[config.mk]
export PLATFORM = sky130hd
export DESIGN_NAME = sdrv_serial_cfg
export DESIGN_NICKNAME = d
export VERILOG_FILES = /design/src/rtl/sdrv_pkg.sv /design/src/rtl/sdrv_sclk_edge.sv /design/src/rtl/sdrv_shreg.sv /design/src/rtl/sdrv_holdlat.sv /design/src/rtl/sdrv_serial_cfg.sv
export SDC_FILE = /design/constraint.sdc
export NUM_CORES = 1
export LEC_CHECK = 0
export BUFFER_PORTS_ARGS = -buffer_cell sky130_fd_sc_hd__buf_2
export CORE_MARGIN = 3
export CORE_UTILIZATION = 50
export DETAILED_ROUTE_END_ITERATION = 6
export GPL_TIMING_DRIVEN = 0
export HOLD_SLACK_MARGIN = 0.05
export PLACE_DENSITY_LB_ADDON = 0.08
export SYNTH_ARGS = -nofsm -noshare
export SYNTH_HDL_FRONTEND = slang
export SYNTH_SLANG_ARGS = --single-unit
[constraint.sdc]
create_clock -name clk -period 1.8 [get_ports clk]
set_clock_uncertainty 0.05 [all_clocks]
set_input_delay 0.09 -clock clk [delete_from_list [all_inputs] [get_ports clk]]
set_output_delay 0.09 -clock clk [all_outputs]
set_load 0.03 [all_outputs]
[src/rtl/sdrv_pkg.sv]
// Package: shared select encoding and default sizes for the serial
// configuration loader. Assumes a 2-bit select bus.
package sdrv_pkg;
    typedef enum logic [1:0] {
        SEL_GRAY   = 2'b00,
        SEL_BRIGHT = 2'b01,
        SEL_MON    = 2'b10,
        SEL_NONE   = 2'b11
    } reg_sel_e;

    localparam int GS_LONG_D  = 128;
    localparam int GS_SHORT_D = 64;
    localparam int CFG_W_D    = 8;
    localparam int DIV_W_D    = 3;
    localparam int CUR_W_D    = 5;
    localparam int MON_W_D    = 4;
endpackage

[src/rtl/sdrv_sclk_edge.sv]
// Module: detects a rising edge of the serial clock in the clk domain.
// Assumes sclk is already synchronous to clk and stays at each level for
// at least one clk cycle. The sampler resets high, so a serial clock that
// is high when reset is released does not count as an edge.
module sdrv_sclk_edge (
    input  logic clk,
    input  logic rst_n,
    input  logic sclk_i,
    output logic rise_o
);
    logic sclk_q;

    // Purpose: keep last cycle's serial clock level.
    always_ff @(posedge clk) begin
        if (!rst_n) sclk_q <= 1'b1;
        else        sclk_q <= sclk_i;
    end

    assign rise_o = sclk_i & ~sclk_q;

    // a single serial edge produces exactly one shift strobe
    p_single_rise_r1: assert property (@(posedge clk) disable iff (!rst_n)
        rise_o |=> !rise_o);
endmodule

[src/rtl/sdrv_shreg.sv]
// Module: generic serial-in shift register, shifting toward the MSB.
// Assumes the caller qualifies shift_i with edge, enable and select.
module sdrv_shreg #(
    parameter int W = 8
) (
    input  logic         clk,
    input  logic         rst_n,
    input  logic         shift_i,
    input  logic         sin_i,
    output logic [W-1:0] q_o
);
    logic [W-1:0] q;

    // Purpose: clear on reset, else move one place and take the new bit.
    always_ff @(posedge clk) begin
        if (!rst_n)       q <= '0;
        else if (shift_i) q <= {q[W-2:0], sin_i};
    end

    assign q_o = q;

    // a strobe moves the contents up and loads sin into bit 0
    p_shift_in_r1: assert property (@(posedge clk) disable iff (!rst_n)
        shift_i |=> (q_o[0] == $past(sin_i)) && (q_o[W-1:1] == $past(q_o[W-2:0])));

    // no strobe, no change
    p_idle_hold_r2: assert property (@(posedge clk) disable iff (!rst_n)
        !shift_i |=> $stable(q_o));
endmodule

[src/rtl/sdrv_holdlat.sv]
// Module: holding latch modelled as a clk-domain register. It copies d_i on
// every cycle that load_i is high and lock_i is low, which gives transparent
// behaviour with one cycle of delay. An active-low strap forces DFLT and
// takes priority over both load and lock. Reset also gives DFLT.
module sdrv_holdlat #(
    parameter int           W    = 8,
    parameter logic [W-1:0] DFLT = '0
) (
    input  logic         clk,
    input  logic         rst_n,
    input  logic         load_i,
    input  logic         lock_i,
    input  logic         use_cfg_i,
    input  logic [W-1:0] d_i,
    output logic [W-1:0] q_o
);
    logic [W-1:0] q;

    // Purpose: default on reset or strap, else follow d_i while loading.
    always_ff @(posedge clk) begin
        if (!rst_n)                 q <= DFLT;
        else if (!use_cfg_i)        q <= DFLT;
        else if (load_i && !lock_i) q <= d_i;
    end

    assign q_o = q;

    // strap low forces the default value
    p_force_default_r8: assert property (@(posedge clk) disable iff (!rst_n)
        !use_cfg_i |=> q_o == DFLT);

    // an unlocked load copies the input
    p_copy_r5: assert property (@(posedge clk) disable iff (!rst_n)
        (use_cfg_i && load_i && !lock_i) |=> q_o == $past(d_i));

    // no load, no change
    p_hold_r5: assert property (@(posedge clk) disable iff (!rst_n)
        (use_cfg_i && !load_i) |=> $stable(q_o));

    // a locked latch ignores loads
    p_lock_r10: assert property (@(posedge clk) disable iff (!rst_n)
        (use_cfg_i && lock_i) |=> $stable(q_o));
endmodule

[src/rtl/sdrv_serial_cfg.sv]
// Module: top of the serial configuration loader. It selects one of three
// shift/latch pairs with reg_sel, qualifies serial shifts with the enable
// and the serial clock edge, and drives the cascade output from the
// selected MSB. It masks narrow gray loads and applies the brightness lock
// and the strap defaults. Assumes all inputs are synchronous to clk.
module sdrv_serial_cfg
    import sdrv_pkg::*;
#(
    parameter int GS_LONG  = GS_LONG_D,
    parameter int GS_SHORT = GS_SHORT_D,
    parameter int CFG_W    = CFG_W_D,
    parameter int DIV_W    = DIV_W_D,
    parameter int CUR_W    = CUR_W_D,
    parameter int MON_W    = MON_W_D
) (
    input  logic                clk,
    input  logic                rst_n,
    input  logic                sclk,
    input  logic                sin,
    input  logic                shift_en_n,
    input  logic [1:0]          reg_sel,
    input  logic                gs_wide,
    input  logic                latch_en,
    input  logic                bc_cfg_en,
    input  logic                mon_cfg_en,
    input  logic                outputs_off,
    output logic                sout,
    output logic [GS_LONG-1:0]  gs_data,
    output logic [DIV_W-1:0]    bc_div,
    output logic [CUR_W-1:0]    bc_cur,
    output logic [CFG_W-1:0]    mon_cfg
);
    localparam logic [CFG_W-1:0] BC_DFLT  = CFG_W'((1 << CUR_W) - 1);
    localparam logic [CFG_W-1:0] MON_DFLT = CFG_W'(1);
    localparam logic [CFG_W-1:0] MON_MASK = CFG_W'((1 << MON_W) - 1);

    reg_sel_e           sel_e;
    logic               sclk_rise;
    logic               shift_ok;
    logic               gs_shift, bc_shift, mon_shift;
    logic               gs_load, bc_load, mon_load;
    logic [GS_LONG-1:0] gs_sr, gs_d;
    logic [CFG_W-1:0]   bc_sr, bc_q;
    logic [CFG_W-1:0]   mon_sr, mon_d;

    assign sel_e = reg_sel_e'(reg_sel);

    sdrv_sclk_edge u_edge (
        .clk    (clk),
        .rst_n  (rst_n),
        .sclk_i (sclk),
        .rise_o (sclk_rise)
    );

    assign shift_ok = sclk_rise & ~shift_en_n;

    // Purpose: decode the select into per-pair shift and load strobes.
    always_comb begin
        gs_shift  = 1'b0;
        bc_shift  = 1'b0;
        mon_shift = 1'b0;
        gs_load   = 1'b0;
        bc_load   = 1'b0;
        mon_load  = 1'b0;
        case (sel_e)
            SEL_GRAY:   begin gs_shift  = shift_ok; gs_load  = latch_en; end
            SEL_BRIGHT: begin bc_shift  = shift_ok; bc_load  = latch_en; end
            SEL_MON:    begin mon_shift = shift_ok; mon_load = latch_en; end
            default:    ;
        endcase
    end

    sdrv_shreg #(.W(GS_LONG)) u_gs_sr (
        .clk (clk), .rst_n (rst_n), .shift_i (gs_shift), .sin_i (sin), .q_o (gs_sr)
    );
    sdrv_shreg #(.W(CFG_W)) u_bc_sr (
        .clk (clk), .rst_n (rst_n), .shift_i (bc_shift), .sin_i (sin), .q_o (bc_sr)
    );
    sdrv_shreg #(.W(CFG_W)) u_mon_sr (
        .clk (clk), .rst_n (rst_n), .shift_i (mon_shift), .sin_i (sin), .q_o (mon_sr)
    );

    // Purpose: narrow mode keeps only the short window of the gray register.
    always_comb begin
        if (gs_wide) gs_d = gs_sr;
        else         gs_d = GS_LONG'(gs_sr[GS_SHORT-1:0]);
    end

    assign mon_d = mon_sr & MON_MASK;

    sdrv_holdlat #(.W(GS_LONG), .DFLT('0)) u_gs_lat (
        .clk (clk), .rst_n (rst_n), .load_i (gs_load), .lock_i (1'b0),
        .use_cfg_i (1'b1), .d_i (gs_d), .q_o (gs_data)
    );
    sdrv_holdlat #(.W(CFG_W), .DFLT(BC_DFLT)) u_bc_lat (
        .clk (clk), .rst_n (rst_n), .load_i (bc_load), .lock_i (~outputs_off),
        .use_cfg_i (bc_cfg_en), .d_i (bc_sr), .q_o (bc_q)
    );
    sdrv_holdlat #(.W(CFG_W), .DFLT(MON_DFLT)) u_mon_lat (
        .clk (clk), .rst_n (rst_n), .load_i (mon_load), .lock_i (1'b0),
        .use_cfg_i (mon_cfg_en), .d_i (mon_d), .q_o (mon_cfg)
    );

    assign bc_div = bc_q[CFG_W-1 -: DIV_W];
    assign bc_cur = bc_q[CUR_W-1:0];

    // Purpose: cascade output taps the MSB of the active register.
    always_comb begin
        case (sel_e)
            SEL_GRAY:   sout = gs_wide ? gs_sr[GS_LONG-1] : gs_sr[GS_SHORT-1];
            SEL_BRIGHT: sout = bc_sr[CFG_W-1];
            SEL_MON:    sout = mon_sr[CFG_W-1];
            default:    sout = 1'b0;
        endcase
    end

    // the unused code leaves every latch untouched
    p_sel_none_quiet_r6: assert property (@(posedge clk) disable iff (!rst_n)
        (reg_sel == 2'b11 && bc_cfg_en && mon_cfg_en) |=>
            ($stable(gs_data) && $stable(bc_div) && $stable(bc_cur) && $stable(mon_cfg)));

    // outputs on and no strap, so the brightness fields stay put
    p_bc_locked_r10: assert property (@(posedge clk) disable iff (!rst_n)
        (!outputs_off && bc_cfg_en) |=> ($stable(bc_div) && $stable(bc_cur)));

    // a narrow gray load leaves the upper half at zero
    p_gs_upper_r12: assert property (@(posedge clk) disable iff (!rst_n)
        (latch_en && reg_sel == 2'b00 && !gs_wide) |=> gs_data[GS_LONG-1:GS_SHORT] == '0);

    // the monitor latch never carries bits above its control field
    p_mon_upper_r9: assert property (@(posedge clk) disable iff (!rst_n)
        1'b1 |=> (mon_cfg & ~MON_MASK) == '0);
endmodule

* After elaboration in Yosys (flattened, before gate mapping) *
Cells that the tools add are included.

word-level totals
  output and inout bits = 145
  input bits = 12
  logic and storage cells = 26
  register bits after elaboration = 285

cells by class
  bitwise logic cells = 4
  multiplexer cells = 9
  equal/unequal tests = 2
  reduce and logical (&&, ||, !) cells = 4

operators by type and width
  kind                                           count
  2-to-1 mux 128 bit                             1
  2-to-1 mux 1 bit                               7
  AND reduction 2 bit                            2
  case mux 1 bit (3 select lines)                1
  AND 1 bit                                      2
  == test 2 x 1 -> 1 bit, second input constant  1
  == test 2 bit, second input constant           1
  zero test 2 bit                                1
  NOT 1 bit                                      2
  logical AND 1 bit                              1

* Longest topological paths before layout *
Gate-level depths: netlist of run 1.

  word-level depth = 4
  depth in mapped cells = 6
  depth with buffers taken out = 3

* Hierarchy *
Synthesis of run 1 repeated with hierarchy kept, for this count alone.

second synthesis, totals
  cells, all modules = 1182
  area, all modules = 11204.5 um^2

modules (own cells, without submodules)
  module                     instances  cells each  area each (um^2)  sequential area each (um^2)
  sdrv_shreg at u_gs_sr      1          412         4968.5            2562.5
  sdrv_holdlat at u_gs_lat   1          557         4450.5            2562.5
  sdrv_shreg at u_bc_sr ...  2          25          301.5             160.2
  sdrv_serial_cfg            1          85          551.8             0.0
  sdrv_holdlat at u_bc_lat   1          38          297.8             160.2
  sdrv_holdlat at u_mon_lat  1          37          292.8             160.2
  sdrv_sclk_edge             1          3           40.0              20.0

* Worst setup path after synthesis of run 1 *
Ideal clock, no wire load.

  kind = register -> output
  start point = register u_gs_sr.q[63] (netlist: u_gs_sr.q_o[63])
  end point = output sout
  stages on the path, launching flop included = 4
  slack = 0.468 ns
  data required time = 1.660 ns
  arrival time = 1.192 ns
  buffers on the path = 0
  cell sequence = dfxtp_1 -> mux2_2 -> mux2i_1 -> o21ai_0

between the ends
  word-level cells in the longest chain between the ends = 2

RTL lines
  item                             RTL line                source
  start: declaration               sdrv_shreg.sv:12        logic [W-1:0] q;
  start signal: assignment         sdrv_shreg.sv:17        else if (shift_i) q <= {q[W-2:0], sin_i};
  2-to-1 mux 1 bit                 sdrv_serial_cfg.sv:110  SEL_GRAY: sout = gs_wide ? gs_sr[GS_LONG-1] : gs_sr[GS_SHORT-1];
  case mux 1 bit (3 select lines)  sdrv_serial_cfg.sv:109  case (sel_e)
  end: declaration                 sdrv_serial_cfg.sv:27   output logic sout,

Every way passes these cells.

* Worst setup path in the final report of run 1 *
Ends and elaborated chain as after synthesis.

==> summary by stage, run 1 <==
Status
The flow ran to the end, and the final reports show no timing, DRC or antenna violations.

STA
The worst pin sits at a relative slew slack of 0.5859. The worst setup slack after layout is 0.09178 ns. Subtracting the final worst setup slack from the clock period gives 1.708 ns. The slew at the pin closest to its max-slew limit is roughly 0.62 ns. The count of final hold-check violations is 0. The post-route fraction of the period consumed by the critical path is 0.9490. For the final routed database, the setup TNS stands at 0 ns.

The count of pins over their slew limit is 0. The final-report setup violation count is 0. The smallest hold slack is ~0.076 ns. The top achievable clock speed is about 0.59 GHz.

Setup repair after global routing left no endpoint under its margin.

Worst setup path
The worst setup path is launched from a flop. The maximum fanout count along the critical path is 3. The launching point of the worst reg2reg path is u_edge.sclk_q$_SDFF_PN1_. In this run the register-to-register setup slack is around 0.34 ns. The data arrival time of the critical path is approximately 1.6 ns. The worst register-to-register path ends at u_gs_sr.q_o[92]$_SDFFE_PN0P_. The critical path required time is 1.66 ns. The worst register-to-register path has a depth of 5.

STA classifies the critical path endpoint as an output port. The critical path is of the reg -> out type.

Detailed routing
The DRC violation total after the first TritonRoute iteration is a little under 300. For this run, design rule violations remaining after detail routing come to 0. Using the TritonRoute via totals, the vias-per-cell ratio works out to 4.902. For this block, the routed nets add up to 22.15 mm of wire.

The count of antenna-violating nets left after detailed routing is 0. The pre-antenna-repair detailed-routing pass consisted of 4 iterations. The via count is just under 8000. The routed length per placed instance is roughly 14 µm.

Min path
The worst hold path terminates at u_gs_sr.q_o[5]$_SDFFE_PN0P_. The startpoint identified for the worst hold timing path is shift_en_n. The worst min-delay path category is in -> reg. The worst hold path was traced through 5 stages.

Place
The port buffer count is about 150. The post-detailed-placement half-perimeter wirelength is 15.61 mm. The pre-CTS setup slack is 0.2619 ns. The congestion estimate from routability-driven global placement came to around 0.75.

CTS
The cell sitting at the root of the clock tree is a clkbuf_16. The clock drives 285 sinks. The TritonCTS buffer count is 30.

The deepest clock path buffer count is 3. The post-CTS repair timing setup buffer count is 0. The CTS tree is done. The clock transition at the registers of the reported paths is about 0.060 ns. Once the clock tree was built, the resizer swapped 0 gates to a different size. The maximum level of the CTS H-tree is 1. The source-to-sink clock delay at the later pin of the worst-skew pair is roughly 0.53 ns.

GRT
The number of global-route vias before repair is 7405. The number of antenna violations at the first check in global routing is 0. The total congestion overflow after global routing is 0. Entering global routing, the biggest net connects 15 pins. The first global-routing pass estimated approximately 36 mm of wire.

The global-route usage over all layers is 0.1931.

Floorplan
In this run the vertical extent of the chip is 151.2 µm. The floorplan has 52 rows. The core region is between 20000 and 25000 µm². The die covers about 23000 µm². The initial utilization of the core area, before any placement, comes to 0.5145.

The floorplan step set the die width to 151.2 µm. 157 I/O pins were placed.

Synthesis
Synthesis instantiated 24 different standard cells from the library. The number of enable-type register cells in the synthesized netlist is 0. For this run, asynchronously set or reset flops after synthesis account for 0.

The most used flip-flop cell after synthesis is dfxtp_1. Counting flops and latches in the post-synthesis netlist gives 285. The mean area per synthesized cell is between 9 and 10 µm².

Yosys printed 0 warnings. The portion of the post-synthesis area used by sequential elements is 0.5411. The instance count of the mapped netlist is ~1100. After synthesis the cells add up to roughly 11000 µm².

Final layout
The commonest non-fill, non-tap cell in the layout is nand2_1. The proportion of layout cells with a drive suffix above 1 is 0.1948. The area added between synthesis and finish is 20.81%. The number of antenna diodes is 0. In the layout the commonest cells are nand2_1 (358), dfxtp_1 (285), buf_2 (164). The net count reported at finish is 1302.

Pwr
The analysis attributes to cell leakage a power of 5.950 nW. The power per unit of standard cell area is 1015 nW/µm². The worst supply voltage drop on vdd is 726.0 µV.

Job
The max-capacitance violation count is 0.
-- synthesized netlist by cell type, types with 4 or more instances --
library cell | n | area (µm²)
nand2_1 | 358 | 1344
dfxtp_1 | 285 | 5705
mux2i_1 | 149 | 1491
a21boi_1 | 121 | 908.4
nand3_1 | 70 | 350.3
clkbuf_1 | 29 | 108.9
buf_4 | 27 | 202.7
buf_2 | 15 | 75.07
buf_6 | 14 | 157.7
a21boi_0 | 7 | 52.55
nor2_1 | 4 | 15.01
-- power breakdown --
part	switching [mW]	internal (mW)
Sequential	0.00172	6.31
Combinational	0.265	0.144
Clock	2.41	3.80
Total	2.68	10.3
-- state kept, by name (all words and copies together) (netlist names) --
name,count
u_bc_sr.q_o,8
u_mon_lat.q_o,4
u_mon_sr.q_o,8
u_bc_lat.q_o,8
u_gs_sr.q_o,128
u_edge.sclk_q,1
u_gs_lat.q_o,128
-- critical path, stage by stage, from the launching register on --
cell and delay [ns]:
dfxtp_1 0.38, mux2_2 0.18, mux2i_1 0.06, o21ai_0 0.18
buf_2 0.23
-- worst max path at each step --
stage	from	to	slack [ns]	depth (start not counted)
finish	u_gs_sr.q_o[63]$_SDFFE_PN0P_	sout	0.09	4
global route	u_gs_sr.q_o[127]$_SDFFE_PN0P_	sout	0.04	4
CTS	u_gs_sr.q_o[127]$_SDFFE_PN0P_	sout	0.08	4
detailed placement	gs_wide	u_gs_lat.q_o[70]$_SDFFE_PN0P_	0.26	5
global placement	gs_wide	u_gs_lat.q_o[102]$_SDFFE_PN0P_	0.28	5
floorplan	u_gs_sr.q_o[63]$_SDFFE_PN0P_	sout	0.47	3
-- kinds of logic (layout without fill, tap and decap cells) --
group	after synthesis	in the layout	share of synthesized area
multiplexers	150	150	0.1425
AO/OA/AOI/OAI	132	132	0.09303
flip-flops	285	285	0.5411
other	1	4	0.0003557
AND/OR/NAND/NOR	442	442	0.1703
buffers and inverters	88	301	0.05269
-- through the flow --
step,utilization,cell area (µm²),cells,power [mW]
6_report,0.6216,12740,1584,12.93
5_1_grt,0.6216,12740,1584,13.35
4_1_cts,0.6216,12740,1584,13.08
3_3_place_gp,0.5679,11640,1520,6.855
3_5_place_dp,0.5679,11640,1520,6.855
2_1_floorplan,-,10560,1101,6.741
-- routing by layer --
layer  share of wire  vias up  global-route usage  wire (µm)
met3           0.053       30             0.03980       1182
met1            0.49     3543              0.2722      10740
li1                -     4043                   -          -
met5               0        -                   0          0
met4           0.017        0             0.04352        380
met2            0.44      148              0.3065       9840
-- final cells by class --
cell class                      count  area (µm²)
Timing Repair Buffer              157       825.8
Buffer                             88       555.5
Fill cell                        1799        7756
Tap cell                          270       337.8
Multi-Input combinational cell    728        4294
Sequential cell                   285        5705
Clock inverter                      8       90.09
Clock buffer                       48       929.6
-- timing repair --
item	in CTS	in global routing
endpoints found under the hold margin	18	0
hold buffers	8	0
setup endpoints to repair	0	0
Note: power is estimated with default switching activity, not from simulation.
==> run 2, diff against run 1 <==
CTS_BUF_LIST = sky130_fd_sc_hd__clkbuf_4 sky130_fd_sc_hd__clkbuf_8 sky130_fd_sc_hd__clkbuf_16   (was default)
SKIP_CTS_REPAIR_TIMING = 1   (was default)
==> run 2 against run 1 <==
Net effect: register-to-register slack hardly changed; die area stayed put; hold slack got worse by 0.028 ns; power grew 0.92%; maximum frequency grew 0.36%; critical endpoint unchanged; highest routed layer unchanged.
==> summary by stage, run 2 (synthesis results as in run 1) <==
Final layout
The final design area excluding fillers is 12740 µm² (unchanged). The sequential cell area is 5705 µm² (unchanged). The net count reported at finish is 1299 (-0.23%). The area added between synthesis and finish is 20.81% (unchanged). The number of antenna diodes is 0 (unchanged). The count of filler cells inserted in the layout came to 1798 (-0.056%). The area used by multi-input combinational logic came to 4294 µm² (unchanged). The commonest non-fill, non-tap cell in the layout is nand2_1. The proportion of layout cells with a drive suffix above 1 is 0.2014 (+0.006548). Leaving out fill and tap cells, the most frequent cells in the layout are nand2_1 (358), dfxtp_1 (285), buf_2 (164). The final core utilization came to 0.6216 (unchanged).

GRT
The number of global-route vias before repair is 7371 (-0.46%). The largest net degree at the start of global routing came to 15 (unchanged). The total congestion overflow after global routing is 0 (unchanged). The global-route usage over all layers is 0.1926 (-0.0005074). The number of antenna violations at the first check in global routing is 0 (unchanged).

The first-pass GRT wire length is 36.40 mm (-0.19%).

CTS
The maximum level of the CTS H-tree came to 1 (unchanged). The deepest clock path buffer count is 3 (unchanged). The CTS tree is done. The clock transition at the registers of the reported paths is 0.06 ns (about the same). The source-to-sink clock delay at the later pin of the worst-skew pair is 0.54 ns (about the same). The root cell of the clock tree is clkbuf_16. The TritonCTS buffer count is 30 (unchanged). The count of clock tree sinks is 285 (unchanged).

Worst setup path
The data arrival time of the critical path is 1.56 ns (about the same). The worst setup path is launched from a flop. The critical path required time came to 1.66 ns (about the same). The length in cells of the worst reg-to-reg path is 5 (unchanged).

The maximum fanout count along the critical path is 3 (unchanged). The classification of the worst setup path is reg -> out. STA classifies the critical path endpoint as an output port.

STA
The post-route minimum period came to 1.702 ns (-0.006134 ns). The final-report setup violation count is 0 (unchanged). The count of pins over their slew limit is 0 (unchanged). The accumulated negative setup slack was 0 ns (unchanged). The top achievable clock speed is 0.5875 GHz (+0.36%).

The count of final hold-check violations is 0 (unchanged). The relative slew slack is 0.5792 (-0.006667). The worst setup slack after layout was 0.09791 ns (+0.006134 ns). Setup repair after global routing left no endpoint under its margin.

The post-route fraction of the period consumed by the critical path is 0.9456 (-0.003408). The slew at the pin closest to its max-slew limit is 0.6312 ns (+0.01000 ns).

Pwr
The power per unit of standard cell area is 1025 nW/µm² (+0.92%). The net switching power of the design came to 2.680 mW (about the same). The internal portion of total power is 10.37 mW (+1.1%).

The switching power as a share of total power is 0.2053 (-0.001708). The fraction of power consumed by combinational cells was 0.031 (about the same). The leakage power is 5.967 nW (+0.29%). The worst supply voltage drop on vdd was 727.7 µV (+0.24%). The total power consumption of the routed design is 13.05 mW (+0.92%).

The relative contribution of sequential cells to total power is 0.484 (-0.004). The fraction of power consumed by the clock network is 0.485 (+0.005).

Place
The post-detailed-placement half-perimeter wirelength is 15.61 mm (unchanged). The global placement routability congestion is 0.7461 (unchanged). The placed cell area is 11640 µm² (unchanged). The port buffer count is 149 (unchanged). The pre-CTS setup slack is 0.2619 ns (unchanged).

Job
The max-capacitance violation count is 0 (unchanged).

Floorplan
The total number of placement rows was 52 (unchanged). The die extent in y came to 151.2 µm (unchanged). The initial core utilization came to 0.5145 (unchanged). The count of pins on the block boundary is 157 (unchanged). The total die area is 22870 µm² (unchanged).

The die outline width is 151.2 µm (unchanged). The area of the placeable core was 20490 µm² (unchanged).

Detailed routing
The count of antenna-violating nets left after detailed routing came to 0 (unchanged). The routed via count divided by cell count is 4.893 (-0.17%). The number of detailed-routing iterations run before antenna repair was 4 (unchanged). The total detailed-routing wirelength is 22.07 mm (-0.33%). The DRC violation total after the first TritonRoute iteration is 252 (-15%). The routed length per placed instance came to 13.96 µm (-0.14%).

The DRC violation count after routing was 0 (unchanged). The via count was 7736 (-0.36%).

Min path
The number of instances on the worst hold path is 4 (-1). The worst min-delay path category is in -> reg.

Status
The flow ran to the end, and the final reports show no timing, DRC or antenna violations.
-- run 2: cell count changes in the layout (fill, tap and decap cells not counted) --
cell | before | now
clkbuf_1 | 37 | 29
clkbuf_4 | 0 | 8
dlygate4sd3_1 | 8 | 5
-- run 2: path summary, 6_finish.rpt --
path              slack [ns]                       endpoint                           from
setup reg to reg        0.34   u_gs_sr.q_o[92]$_SDFFE_PN0P_       u_edge.sclk_q$_SDFF_PN1_
hold reg to reg         0.39  u_gs_lat.q_o[84]$_SDFFE_PN0P_  u_gs_lat.q_o[84]$_SDFFE_PN0P_
setup / recovery         0.1                           sout   u_gs_sr.q_o[63]$_SDFFE_PN0P_
hold / removal          0.05  u_mon_lat.q_o[0]$_SDFFE_PN1P_                     reg_sel[0]
-- run 2: stage by stage --
step | hold WS (ns) | instances
6_report | 0.04786 | 1581
2_1_floorplan | 0.1262 | 1101
4_1_cts | -0.3107 | 1576
3_5_place_dp | 0.2476 | 1520
3_3_place_gp | 0.2370 | 1520
5_1_grt | 0.07661 | 1581
-- run 2: layout make-up --
| cell class | instances | share of cell area |
|---|---|---|
| Buffer | 88 | 0.04361 |
| Multi-Input combinational cell | 728 | 0.3371 |
| Clock inverter | 8 | 0.007072 |
| Tap cell | 270 | 0.02652 |
| Sequential cell | 285 | 0.4479 |
| Clock buffer | 48 | 0.07534 |
| Timing Repair Buffer | 154 | 0.06247 |
-- run 2: per-layer routing --
layer	global-route usage	part of all wire
met5	0	0
met2	0.3047	0.44
met1	0.2730	0.49
met4	0.04170	0.016
met3	0.03980	0.051
-- run 2: critical path, stage by stage (launching register included) --
cell	delay (ns)
dfxtp_1	0.38
mux2_2	0.18
mux2i_1	0.06
o21ai_0	0.17
buf_2	0.23
-- run 2: power groups by stage --
stage	Sequential, mW	Clock [mW]	Combinational [mW]
after floorplan	6.46	0	0.284
after global placement	6.45	0	0.403
after detailed placement	6.45	0	0.402
after CTS	6.31	6.48	0.404
after global routing	6.31	6.72	0.448
final	6.31	6.34	0.405
==> run 3, diff against run 2 <==
CORE_UTILIZATION = 45   (was 50)
==> run 3 against run 2 <==
Net effect: largest cell class unchanged; critical path depth is the same; count of clock-buffer cells in the layout unchanged; via count down 0.50%; power shrank 0.10%; cell count is 2.4% higher; die area rose by 11%; utilization shrank 6.2 points; critical endpoint unchanged; worst setup slack better by 0.019 ns.
==> summary by stage, run 3 (synthesis results as in run 1) <==
Status
The run finished with clean final reports.

Place
The placed cell area is 11690 µm² (+0.46%). The global placement routability congestion is 0.7371 (-1.2%). The port buffer count is 149 (unchanged). The post-detailed-placement half-perimeter wirelength is 15.93 mm (+2.0%).

The pre-CTS setup slack is 0.2451 ns (-0.01685 ns).

Worst setup path
The delay of the slowest cell on the worst path came to 0.34 ns (-0.04 ns). In this run the critical register-to-register path is launched from u_edge.sclk_q$_SDFF_PN1_. The critical path goes through mux2_2, mux2i_1, o21ai_1, buf_4.

The largest individual stage delay along the critical path comes from the cell dfxtp_1. The data arrival time of the critical path is 1.54 ns (-0.02 ns). The sort of element at the start of the critical path is a flop.

The internal reg-to-reg setup slack is 0.30 ns (-0.04 ns). The worst setup path is of the reg -> out kind. The length in cells of the worst reg-to-reg path was 5 (unchanged). The critical path required time was 1.66 ns (about the same). The kind of end point of the critical path is an output port. The maximum fanout count along the critical path is 3 (unchanged). The capture point of the worst reg-to-reg path is u_gs_sr.q_o[36]$_SDFFE_PN0P_.

Floorplan
The count of pins on the block boundary was 157 (unchanged). The initial core utilization came to 0.4615 (-0.05297). The area of the placeable core is 22850 µm² (+11%). The die outline width is 159.1 µm (+5.2%). The total number of placement rows came to 55 (+5.8%). The die extent in y was 159.1 µm (+5.2%). The total die area is 25300 µm² (+11%).

Final layout
Leaving out fill and tap cells, the most frequent cell in the layout is nand2_1. The proportion of layout cells with a drive suffix above 1 came to 0.1983 (-0.003058). The count of filler cells inserted in the layout was 2158 (+20%). From synthesis to final layout, the design area changed by 21.23%. The sequential cell area came to 5705 µm² (unchanged). The top cell types in the final layout, fill and taps aside, are nand2_1 (358), dfxtp_1 (285), buf_2 (163). The net count reported at finish is 1299 (unchanged). The final design area excluding fillers is 12780 µm² (+0.34%). The area used by multi-input combinational logic is 4294 µm² (unchanged). The number of antenna diodes is 0 (unchanged).

The final core utilization came to 0.5595 (-0.06208).

Min path
The number of instances on the worst hold path is 4 (unchanged). The worst hold path belongs to the class in -> reg. For hold timing, the worst endpoint is u_bc_lat.q_o[1]$_SDFFE_PN1P_.

The worst hold path startpoint is reg_sel[0].

CTS
The count of clock tree sinks is 285 (unchanged). TritonCTS built the clock tree. The maximum level of the CTS H-tree is 1 (unchanged).

The source-to-sink clock delay at the later pin of the worst-skew pair is 0.53 ns (about the same). In this run the clock root is driven by a clkbuf_16. The clock transition at the registers of the reported paths is 0.06 ns (about the same). The TritonCTS buffer count is 30 (unchanged).

The deepest clock path buffer count is 3 (unchanged).

Detailed routing
The routed via count divided by cell count is 4.754 (-2.8%). The DRC violation count after routing is 0 (unchanged). The DRC violation total after the first TritonRoute iteration was 325 (+29%). The routed length per placed instance is 14.04 µm (+0.53%). The via count was 7697 (-0.50%). The number of detailed-routing iterations run before antenna repair came to 4 (unchanged). The total detailed-routing wirelength is 22.72 mm (+2.9%).

The count of antenna-violating nets left after detailed routing is 0 (unchanged).

STA
The top achievable clock speed is 0.5942 GHz (+1.1%). Setup repair after global routing left no endpoint under its margin. The smallest hold slack came to 0.05501 ns (+0.007148 ns).

The slew at the pin closest to its max-slew limit came to 0.6073 ns (-0.02382 ns). The post-route fraction of the period consumed by the critical path is 0.9350 (-0.01064). The worst setup slack after layout is 0.1171 ns (+0.01916 ns). The relative slew slack came to 0.5951 (+0.01588). The count of pins over their slew limit came to 0 (unchanged).

The post-route minimum period is 1.683 ns (-0.01916 ns). The final-report setup violation count is 0 (unchanged). The count of final hold-check violations is 0 (unchanged). The accumulated negative setup slack is 0 ns (unchanged).

Pwr
The leakage power came to 5.953 nW (-0.24%). The power per unit of standard cell area is 1020 nW/µm² (-0.44%). The worst supply voltage drop on vdd is 621.1 µV (-15%).

GRT
The global-route usage over all layers is 0.1749 (-0.01776). The total congestion overflow after global routing is 0 (unchanged). The number of global-route vias before repair is 7427 (+0.76%).

The largest net degree at the start of global routing is 15 (unchanged). The number of antenna violations at the first check in global routing is 1 (+1). The first-pass GRT wire length is 37.58 mm (+3.2%).

Job
The max-capacitance violation count is 0 (unchanged).
[run 3: changes by cell type in the layout (fill, tap and decap cells not counted), sizes merged]
cell / before / now
clkinv: 6 / 1
[run 3: worst max path at each step]
stage | from | to | slack, ns | depth (start not counted)
6_report | u_gs_sr.q_o[63]$_SDFFE_PN0P_ | sout | 0.12 | 4
5_1_grt | u_gs_sr.q_o[63]$_SDFFE_PN0P_ | sout | 0.006 | 4
4_1_cts | u_gs_sr.q_o[63]$_SDFFE_PN0P_ | sout | 0.06 | 4
3_5_place_dp | rst_n | u_gs_sr.q_o[56]$_SDFFE_PN0P_ | 0.25 | 5
3_3_place_gp | gs_wide | u_gs_lat.q_o[114]$_SDFFE_PN0P_ | 0.25 | 5
2_1_floorplan | u_gs_sr.q_o[63]$_SDFFE_PN0P_ | sout | 0.47 | 3
[run 3: where the power goes]
part / internal (mW) / switching (mW)
clock network: 3.94 / 2.38
registers: 6.31 / 0.00169
logic: 0.141 / 0.266
total: 10.4 / 2.65
[run 3: layout make-up]
type / count / share of cell area
clock inverter: 3 / 0.005090
tap: 313 / 0.03064
buffer: 88 / 0.04346
multi-input combinational: 728 / 0.3359
clock buffer: 48 / 0.07606
timing repair buffer: 154 / 0.06245
sequential: 285 / 0.4464
[run 3: metrics by stage]
step,total power [mW],cells
floorplan,6.741,1101
global placement,6.857,1563
detailed placement,6.857,1563
CTS,13.21,1614
global route,13.46,1619
finish,13.04,1619
[run 3: per-layer routing]
| layer | share of wire | global-route usage | vias to the layer above |
|---|---|---|---|
| li1 | - | - | 4020 |
| met1 | 0.49 | 0.2434 | 3503 |
| met2 | 0.44 | 0.2804 | 145 |
| met3 | 0.050 | 0.03954 | 27 |
| met4 | 0.018 | 0.03701 | 2 |
| met5 | 0.00031 | 0 | - |
[run 3: critical path: cells and delay by family, from the launching register on]
family                 cells  cell delay [ns]
AO/OA/AOI/OAI              1             0.09
buffers and inverters      1             0.17
flip-flops                 1             0.34
multiplexers               2             0.41
